**src/rtl/arsu_pkg.sv**
```systemverilog
package arsu_pkg;
    typedef enum logic {
        MODE_PAIR = 1'b0,
        MODE_HIGH = 1'b1
    } arsu_mode_e;

    typedef enum logic [1:0] {
        ST_IDLE   = 2'd0,
        ST_RESULT = 2'd1,
        ST_FAULT  = 2'd2
    } arsu_state_e;
endpackage

```
**src/rtl/arsu_shift.sv**
```systemverilog
// Signed barrel shift: negative count shifts right arithmetically.
module arsu_shift #(
    parameter int W    = 60,
    parameter int SH_W = 3
) (
    input  logic signed [W-1:0]    d,
    input  logic        [SH_W-1:0] amt,
    output logic signed [W-1:0]    q
);
    logic [SH_W-1:0] mag;

    always_comb begin
        mag = amt[SH_W-1] ? (~amt + SH_W'(1)) : amt;
        if (amt[SH_W-1]) q = d >>> mag;
        else             q = d <<< mag;
    end
endmodule

```
**src/rtl/arsu_clamp.sv**
```systemverilog
// Clamp a signed value to OUT_W signed bits by checking the discarded top bits.
module arsu_clamp #(
    parameter int IN_W  = 60,
    parameter int OUT_W = 32
) (
    input  logic signed [IN_W-1:0] v,
    output logic        [OUT_W-1:0] q,
    output logic                    sat
);
    logic over, under;

    always_comb begin
        over  = ~v[IN_W-1] &  (|v[IN_W-2:OUT_W-1]);
        under =  v[IN_W-1] & ~(&v[IN_W-2:OUT_W-1]);
        sat   = over | under;
        if (over)       q = {1'b0, {(OUT_W-1){1'b1}}};
        else if (under) q = {1'b1, {(OUT_W-1){1'b0}}};
        else            q = v[OUT_W-1:0];
    end
endmodule

```
**src/rtl/arsu_store.sv**
```systemverilog
module arsu_store #(
    parameter int ACC_W    = 40,
    parameter int WORD_W   = 16,
    parameter int SHIFT_W  = 3,
    parameter int NUM_ACC  = 2,
    parameter int PAIR_SRC = 0
) (
    input  logic                        clk,
    input  logic                        rst_n,
    input  logic                        req_i,
    input  logic                        mode_i,
    input  logic [$clog2(NUM_ACC)-1:0]  src_sel_i,
    input  logic [SHIFT_W-1:0]          shift_i,
    input  logic [ACC_W-1:0]            acc0_i,
    input  logic [ACC_W-1:0]            acc1_i,
    input  logic                        f0_i,
    output logic                        valid_o,
    output logic                        fault_o,
    output logic [WORD_W-1:0]           word_hi_o,
    output logic [WORD_W-1:0]           word_lo_o,
    output logic                        f0_o,
    output logic                        f1_o
);
    import arsu_pkg::*;

    localparam int HEADROOM = 2 ** (SHIFT_W - 1);
    localparam int PAIR_W   = ACC_W + WORD_W + HEADROOM;
    localparam int HIGH_W   = ACC_W + HEADROOM;
    localparam int RES_W    = 2 * WORD_W;
    localparam int SEL_W    = $clog2(NUM_ACC);
    localparam logic [PAIR_W-1:0] ROUND_HALF = PAIR_W'(1) << (WORD_W - 1);

    // Pair datapath: join, shift, round, clamp
    logic signed [PAIR_W-1:0] pair_raw, pair_shifted, pair_sum, pair_round;
    logic        [RES_W-1:0]  pair_q;
    logic                     pair_sat;

    assign pair_raw = $signed({{HEADROOM{acc0_i[ACC_W-1]}}, acc0_i, acc1_i[WORD_W-1:0]});

    arsu_shift #(.W(PAIR_W), .SH_W(SHIFT_W)) i_pair_shift (
        .d   (pair_raw),
        .amt (shift_i),
        .q   (pair_shifted)
    );

    assign pair_sum   = pair_shifted + $signed(ROUND_HALF);
    assign pair_round = pair_sum >>> WORD_W;

    arsu_clamp #(.IN_W(PAIR_W), .OUT_W(RES_W)) i_pair_clamp (
        .v   (pair_round),
        .q   (pair_q),
        .sat (pair_sat)
    );

    // High-word datapath: extend, shift, clamp
    logic signed [HIGH_W-1:0] high_raw, high_shifted;
    logic        [RES_W-1:0]  high_q;
    logic                     high_sat;

    assign high_raw = $signed({{HEADROOM{acc1_i[ACC_W-1]}}, acc1_i});

    arsu_shift #(.W(HIGH_W), .SH_W(SHIFT_W)) i_high_shift (
        .d   (high_raw),
        .amt (shift_i),
        .q   (high_shifted)
    );

    arsu_clamp #(.IN_W(HIGH_W), .OUT_W(RES_W)) i_high_clamp (
        .v   (high_shifted),
        .q   (high_q),
        .sat (high_sat)
    );

    // Request decode
    logic             req_legal;
    logic [RES_W-1:0] sel_res;
    logic             sel_sat;

    always_comb begin
        req_legal = !((mode_i == MODE_PAIR) && (src_sel_i != SEL_W'(PAIR_SRC)));
        if (mode_i == MODE_PAIR) begin
            sel_res = pair_q;
            sel_sat = pair_sat;
        end else begin
            sel_res = {high_q[RES_W-1:WORD_W], {WORD_W{1'b0}}};
            sel_sat = high_sat;
        end
    end

    // Controller
    arsu_state_e state_q, state_d;

    always_comb begin
        unique case (state_q)
            ST_IDLE, ST_RESULT, ST_FAULT: begin
                if (!req_i)         state_d = ST_IDLE;
                else if (req_legal) state_d = ST_RESULT;
                else                state_d = ST_FAULT;
            end
            default: state_d = ST_IDLE;
        endcase
    end

    always_ff @(posedge clk) begin
        if (!rst_n) state_q <= ST_IDLE;
        else        state_q <= state_d;
    end

    // Output registers
    always_ff @(posedge clk) begin
        if (!rst_n) begin
            word_hi_o <= '0;
            word_lo_o <= '0;
            f0_o      <= 1'b0;
            f1_o      <= 1'b0;
        end else if (req_i && req_legal) begin
            word_hi_o <= sel_res[RES_W-1:WORD_W];
            word_lo_o <= sel_res[WORD_W-1:0];
            f0_o      <= sel_sat;
            f1_o      <= f0_i;
        end
    end

    always_comb begin
        valid_o = (state_q == ST_RESULT);
        fault_o = (state_q == ST_FAULT);
    end
endmodule

```
**config.mk**
```make
export PLATFORM = sky130hd
export DESIGN_NAME = arsu_store
export DESIGN_NICKNAME = d
export VERILOG_FILES = /design/src/rtl/arsu_pkg.sv /design/src/rtl/arsu_shift.sv /design/src/rtl/arsu_clamp.sv /design/src/rtl/arsu_store.sv
export SDC_FILE = /design/constraint.sdc
export NUM_CORES = 1
export LEC_CHECK = 0
export BUFFER_PORTS_ARGS = -buffer_cell sky130_fd_sc_hd__buf_2
export CAP_MARGIN = 10
export CORE_ASPECT_RATIO = 1.5
export CORE_MARGIN = 4
export CORE_UTILIZATION = 61
export CTS_CLUSTER_DIAMETER = 150
export CTS_CLUSTER_SIZE = 40
export DETAILED_ROUTE_END_ITERATION = 7
export PLACE_DENSITY_LB_ADDON = 0.1
export SLEW_MARGIN = 5
export SYNTH_ARGS = -nofsm -noshare
export SYNTH_HDL_FRONTEND = slang
export SYNTH_HIERARCHICAL = 1
export SYNTH_SLANG_ARGS = --single-unit
```
**constraint.sdc**
```tcl
create_clock -name clk -period 9.2 [get_ports clk]
set_input_delay 0.92 -clock clk [delete_from_list [all_inputs] [get_ports clk]]
set_output_delay 0.92 -clock clk [all_outputs]
set_load 0.05 [all_outputs]
```
After elaboration in Yosys (flattened, before gate mapping). Cells that the tools add are included.

Flip-flop bits (word level): 36. Input bits: 89. Output and inout port bits: 36.

Shift operators: 4. Add/sub/neg operators: 2. Muxes and demuxes: 10. Equality and inequality tests: 2. Reductions and logical operators: 10. Bitwise operators: 12.

Operators with widths (count): $mux 32 (5); $add 60x17->60 const B (1); $mux 60 (1); $sshl 56x3->60 (1); $sshr 56x3->60 (1); $mux 44 (1); $sshl 40x3->44 (1); $sshr 40x3->44 (1); $reduce_and 13->1 (1); $reduce_or 13->1 (1); $reduce_and 12->1 (1); $reduce_or 12->1 (1); $not 1->1 (5); $and 1x1->1 (4); $add 3x1->3 const B (1); $mux 3 (1); $not 3->3 (1); $reduce_and 3->1 (1); $reduce_or 3->1 (1); $eq 2x1->1 const B (1); $eq 2x2->1 const B (1); $logic_and 1x1->1 (2); $logic_not 2->1 (1); $mux 2 (1); other kinds (3) (4).

Depth between registers and ports, before layout.
Depth in word-level cells: 12. Depth in mapped cells: 25. Mapped depth without buffers: 18.

By module. Netlist, hierarchy kept.

Modules (own cells, without submodules): arsu_shift (i_pair_shift) (times used 1, area each 3948.8 µm², sequential area each 0.0 µm², cells an instance 373); arsu_shift (i_high_shift) (times used 1, area each 3119.2 µm², sequential area each 0.0 µm², cells an instance 299); arsu_store (times used 1, area each 2591.2 µm², sequential area each 720.7 µm², cells an instance 307); arsu_clamp (i_pair_clamp) (times used 1, area each 912.1 µm², sequential area each 0.0 µm², cells an instance 100); arsu_clamp (i_high_clamp) (times used 1, area each 376.6 µm², sequential area each 0.0 µm², cells an instance 47).

Worst setup path after synthesis. Ideal clock, no wire load.

Path kind: input to register. Start: input port shift_i[1]. End: register f0_o. Data arrival time: 6843 ps. Setup slack: 2241 ps. Setup time: 116 ps. Required time: 9084 ps. Cell stages on the path: 25. Cell sequence: buf_6 -> buf_2 -> buf_2 -> inv_1 -> ha_1 -> mux2i_4 -> buf_6 -> buf_6 -> mux4_2 -> a22oi_1 -> o21ai_0 -> ha_1 -> nand4_1 -> or4_1 -> buf_2 -> nor4_2 -> xor2_1 -> nand4_1 -> nor4_4 -> buf_6 -> nand4_1 -> o21a_1 -> mux2i_1 -> nand2_1 -> o211a_1.

Cells in the longest elaborated chain, start to end: 11.

RTL lines: start, declared (line arsu_store.sv:13) `input logic [SHIFT_W-1:0] shift_i,`; $not 3->3 (line arsu_shift.sv:13) `mag = amt[SH_W-1] ? (~amt + SH_W'(1)) : amt;`; $add 3x1->3 (line arsu_shift.sv:13); $mux 3 * (line arsu_shift.sv:13); $sshl 56x3->60 or $sshr 56x3->60 (tied branches) (line arsu_shift.sv:15, arsu_shift.sv:14); $mux 60 * (line arsu_shift.sv:14) `if (amt[SH_W-1]) q = d >>> mag;`; via pair_shifted[16] (line arsu_store.sv:34) `logic signed [PAIR_W-1:0] pair_raw, pair_shifted, pair_sum, pair_round;`; $add 60x17->60 * (line arsu_store.sv:46) `assign pair_sum = pair_shifted + $signed(ROUND_HALF);`; via pair_sum[59] (line arsu_store.sv:34); $reduce_and 13->1 (line arsu_clamp.sv:14) `under = v[IN_W-1] & ~(&v[IN_W-2:OUT_W-1]);`; $not 1->1 (line arsu_clamp.sv:14); $and 1x1->1 (line arsu_clamp.sv:14); $or 1x1->1 * (line arsu_clamp.sv:15) `sat = over | under;`; via pair_sat (line arsu_store.sv:36) `logic pair_sat;`; $mux 1 * (line arsu_store.sv:81) `if (mode_i == MODE_PAIR) begin`; end signal, assigned (line arsu_store.sv:119) `f0_o <= sel_sat;`; end, declared (line arsu_store.sv:21) `output logic f0_o,`.

Mark *: on every way through the listed nets, which the timed path passes. The rest lies on a longest branch. A chain may end at the register's enable or synchronous reset.

Final worst setup path.
Start: input port shift_i[0]. End: register word_hi_o[14].

Cells in the longest elaborated chain, start to end: 12.

RTL lines: $not 3->3 (line arsu_shift.sv:13); $add 3x1->3 (line arsu_shift.sv:13); $mux 3 * (line arsu_shift.sv:13); $sshl 56x3->60 or $sshr 56x3->60 (tied branches) (line arsu_shift.sv:15, arsu_shift.sv:14); $mux 60 * (line arsu_shift.sv:14); via pair_shifted[15] (line arsu_store.sv:34); $add 60x17->60 * (line arsu_store.sv:46); via pair_sum[59] (line arsu_store.sv:34); $reduce_and 13->1 (line arsu_clamp.sv:14); $not 1->1 (line arsu_clamp.sv:14); $and 1x1->1 (line arsu_clamp.sv:14); $mux 32 (line arsu_clamp.sv:17) `else if (under) q = {1'b1, {(OUT_W-1){1'b0}}};`; $mux 32 * (line arsu_clamp.sv:16) `if (over) q = {1'b0, {(OUT_W-1){1'b1}}};`; via pair_q[30] (line arsu_store.sv:35) `logic [RES_W-1:0] pair_q;`; $mux 32 * (line arsu_store.sv:81); end signal, assigned (line arsu_store.sv:117) `word_hi_o <= sel_res[RES_W-1:WORD_W];`; end, declared (line arsu_store.sv:19) `output logic [WORD_W-1:0] word_hi_o,`.

Marks and branches as above.

==> flow_summary.yaml <==
worst_setup_path:
  critPathCaptureType: "register"
  path_max_fanout: 41
  timing.setup.critical_path_class: "in2reg"
  worstPathArrival_ns: 7.23
  required_ns: 9.42
  worstSetupStartpointType: "input port"
synth:
  avgSynthCellArea_um2: 9.574
  syn-num-nets: 1020
  yosysWarningCount: 6
  postSynthCellCount: 928
  synth_area_um2: 8885
flow_run:
  drv_cap: 0
power:
  p_leak_nw: 3.728
  ir_drop_mv: 0.09236
  p_int_uw: 537.9
  swShare: 0.4054
  switchingPower_uw: 366.7
  power_frac_seq: 0.190
  p_clk_frac: 0.222
  power.density_nw_per_um2: 97.11
  power_frac_comb: 0.587
  total_power_uw: 904.6
placement:
  pre_cts_slack_ns: 1.846
  place_hpwl_um: 17710
  routabilityCongestion: 0.9033
  placed_cells: 1127
  portBuffers: 112
  placed_cell_area_um2: 9126
routing:
  finalWirelength_um: 23060
  via_per_inst: 6.967
  drc: 0
  num_vias: 7908
  ant_nets: 0
  drt-initial-drc-count: 484
  wl_per_cell_um: 20.32
  first_pass_iters: 5
timing:
  period_minus_slack_ns: 7.011
  slew-limit-headroom: 0.3224
  worst_slew_pin_slew_ns: 1.016
  finalSetupTns_ns: 0
  drv_slew: 0
  fin_worst_skew_ns: 0.00004055
  fmax_mhz: 142.6
  fin_hold_ws_ns: 0.4627
  fin_ws_ns: 2.189
  setup_viol: 0
  fin_crit_sh: 0.7621
  grt_setup_unrepaired: "no"
  finalHoldViolCount: 0
floorplan:
  die_w_um: 106.5
  die-area_um2: 16600
  core_area_um2: 14120
  io_pins: 125
  die_h_um: 155.8
  initial_utilization: 0.6290
  core.rowCount: 53
clock_tree:
  cts_made_buffers: 5
  postCtsSetupBuffers: 0
  clock_path_buffers: 2
  clock_tree.root_cell: "clkbuf_16"
  hold_buffers: 0
  cts_resized: 0
  cts_tree: "built"
  cts_max_level: 2
  clock_latency_ns: 0.27
  cts.sinks: 36
  clk_pin_slew_ns: 0.05
min_path:
  hold_path.class: "reg2reg"
global_routing:
  antenna_found_initial: 0
  grt_pass1_vias: 7379
  gr-total-overflow: 0
  grt.total_usage: 0.2721
  grt_pass1_wl_um: 37520
  grt_max_degree: 58
layout:
  area_growth_pct: 4.844
  fin_util: 0.6595
  drive_above_1_share: 0.3309
  finalNetCount: 1034
  fillers: 1180
  final_area_um2: 9315
  antenna_cells: 0
  fin_cells: 1135
status:
  run_status: "completed"
==> cell type report <==
type | instances | area (um^2) | area share
clock buffer | 7 | 152.6 | 0.01639
clock inverter | 1 | 30.03 | 0.003224
inverter | 61 | 229.0 | 0.02458
multi-input combinational | 709 | 7249 | 0.7782
sequential | 36 | 720.7 | 0.07737
tap | 192 | 240.2 | 0.02579
timing repair buffer | 129 | 693.2 | 0.07441
==> power groups by stage <==
stage               Sequential (mW)  Combinational, mW  Clock (mW)
floorplan                     0.210              0.384           0
global placement              0.175              0.515           0
detailed placement            0.175              0.527           0
CTS                           0.172              0.528       0.204
global route                  0.173              0.574       0.214
finish                        0.172              0.531       0.201
==> worst max-delay path: stages <==
cell	delay, ns
buf_4	0.43
buf_4	0.52
buf_4	0.63
mux4_2	0.34
nor2_1	0.08
nor2_1	0.22
ha_1	0.26
nand4_1	0.19
or4_1	0.73
nor4_2	0.52
xor2_4	0.48
buf_4	0.55
nand4_1	0.15
nor2_1	0.13
buf_4	0.31
nand4_1	0.17
a2bb2oi_2	0.20
mux2i_1	0.11
nand2_1	0.12
o211a_1	0.15
==> cells in the final DEF (no fill, tap or decap), drive strengths merged, types with 16 or more instances in the layout <==
| cell | instances |
|---|---|
| mux4 | 131 |
| buf | 129 |
| nand2 | 76 |
| o21ai | 66 |
| inv | 61 |
| a22oi | 55 |
| nand4 | 54 |
| mux2i | 37 |
| dfxtp | 36 |
| a2bb2oi | 31 |
| xor2 | 24 |
| nor2 | 21 |
| nor4 | 20 |
| xnor2 | 19 |
| a21boi | 17 |
| o211a | 17 |
| nand3 | 17 |
| nand3b | 16 |
==> worst paths after layout <==
path	from	end	slack (ns)	depth (start not counted)
worst max-delay path	shift_i[0]	word_hi_o[14]	2.19	20
worst min register to register	word_lo_o[13]	word_lo_o[13]	0.46	2
worst max register to register	state_q[1]	state_q[0]	8.48	3
worst min-delay path	word_lo_o[13]	word_lo_o[13]	0.46	2
==> routing by layer <==
layer  wire length, um  up-vias  global-route usage
li1                  -     3698                   -
met1              8838     3875              0.3401
met2             12070      278              0.4908
met3              1204       57             0.01988
met4               951        0              0.1054
met5                 0        -                   0
==> flip-flops by register name, indices dropped and copies added, names as in the netlist <==
name and cells:
f0_o 1, word_lo_o 16, word_hi_o 16, state_q 2
f1_o 1
Power figures use the tool's default switching activity.
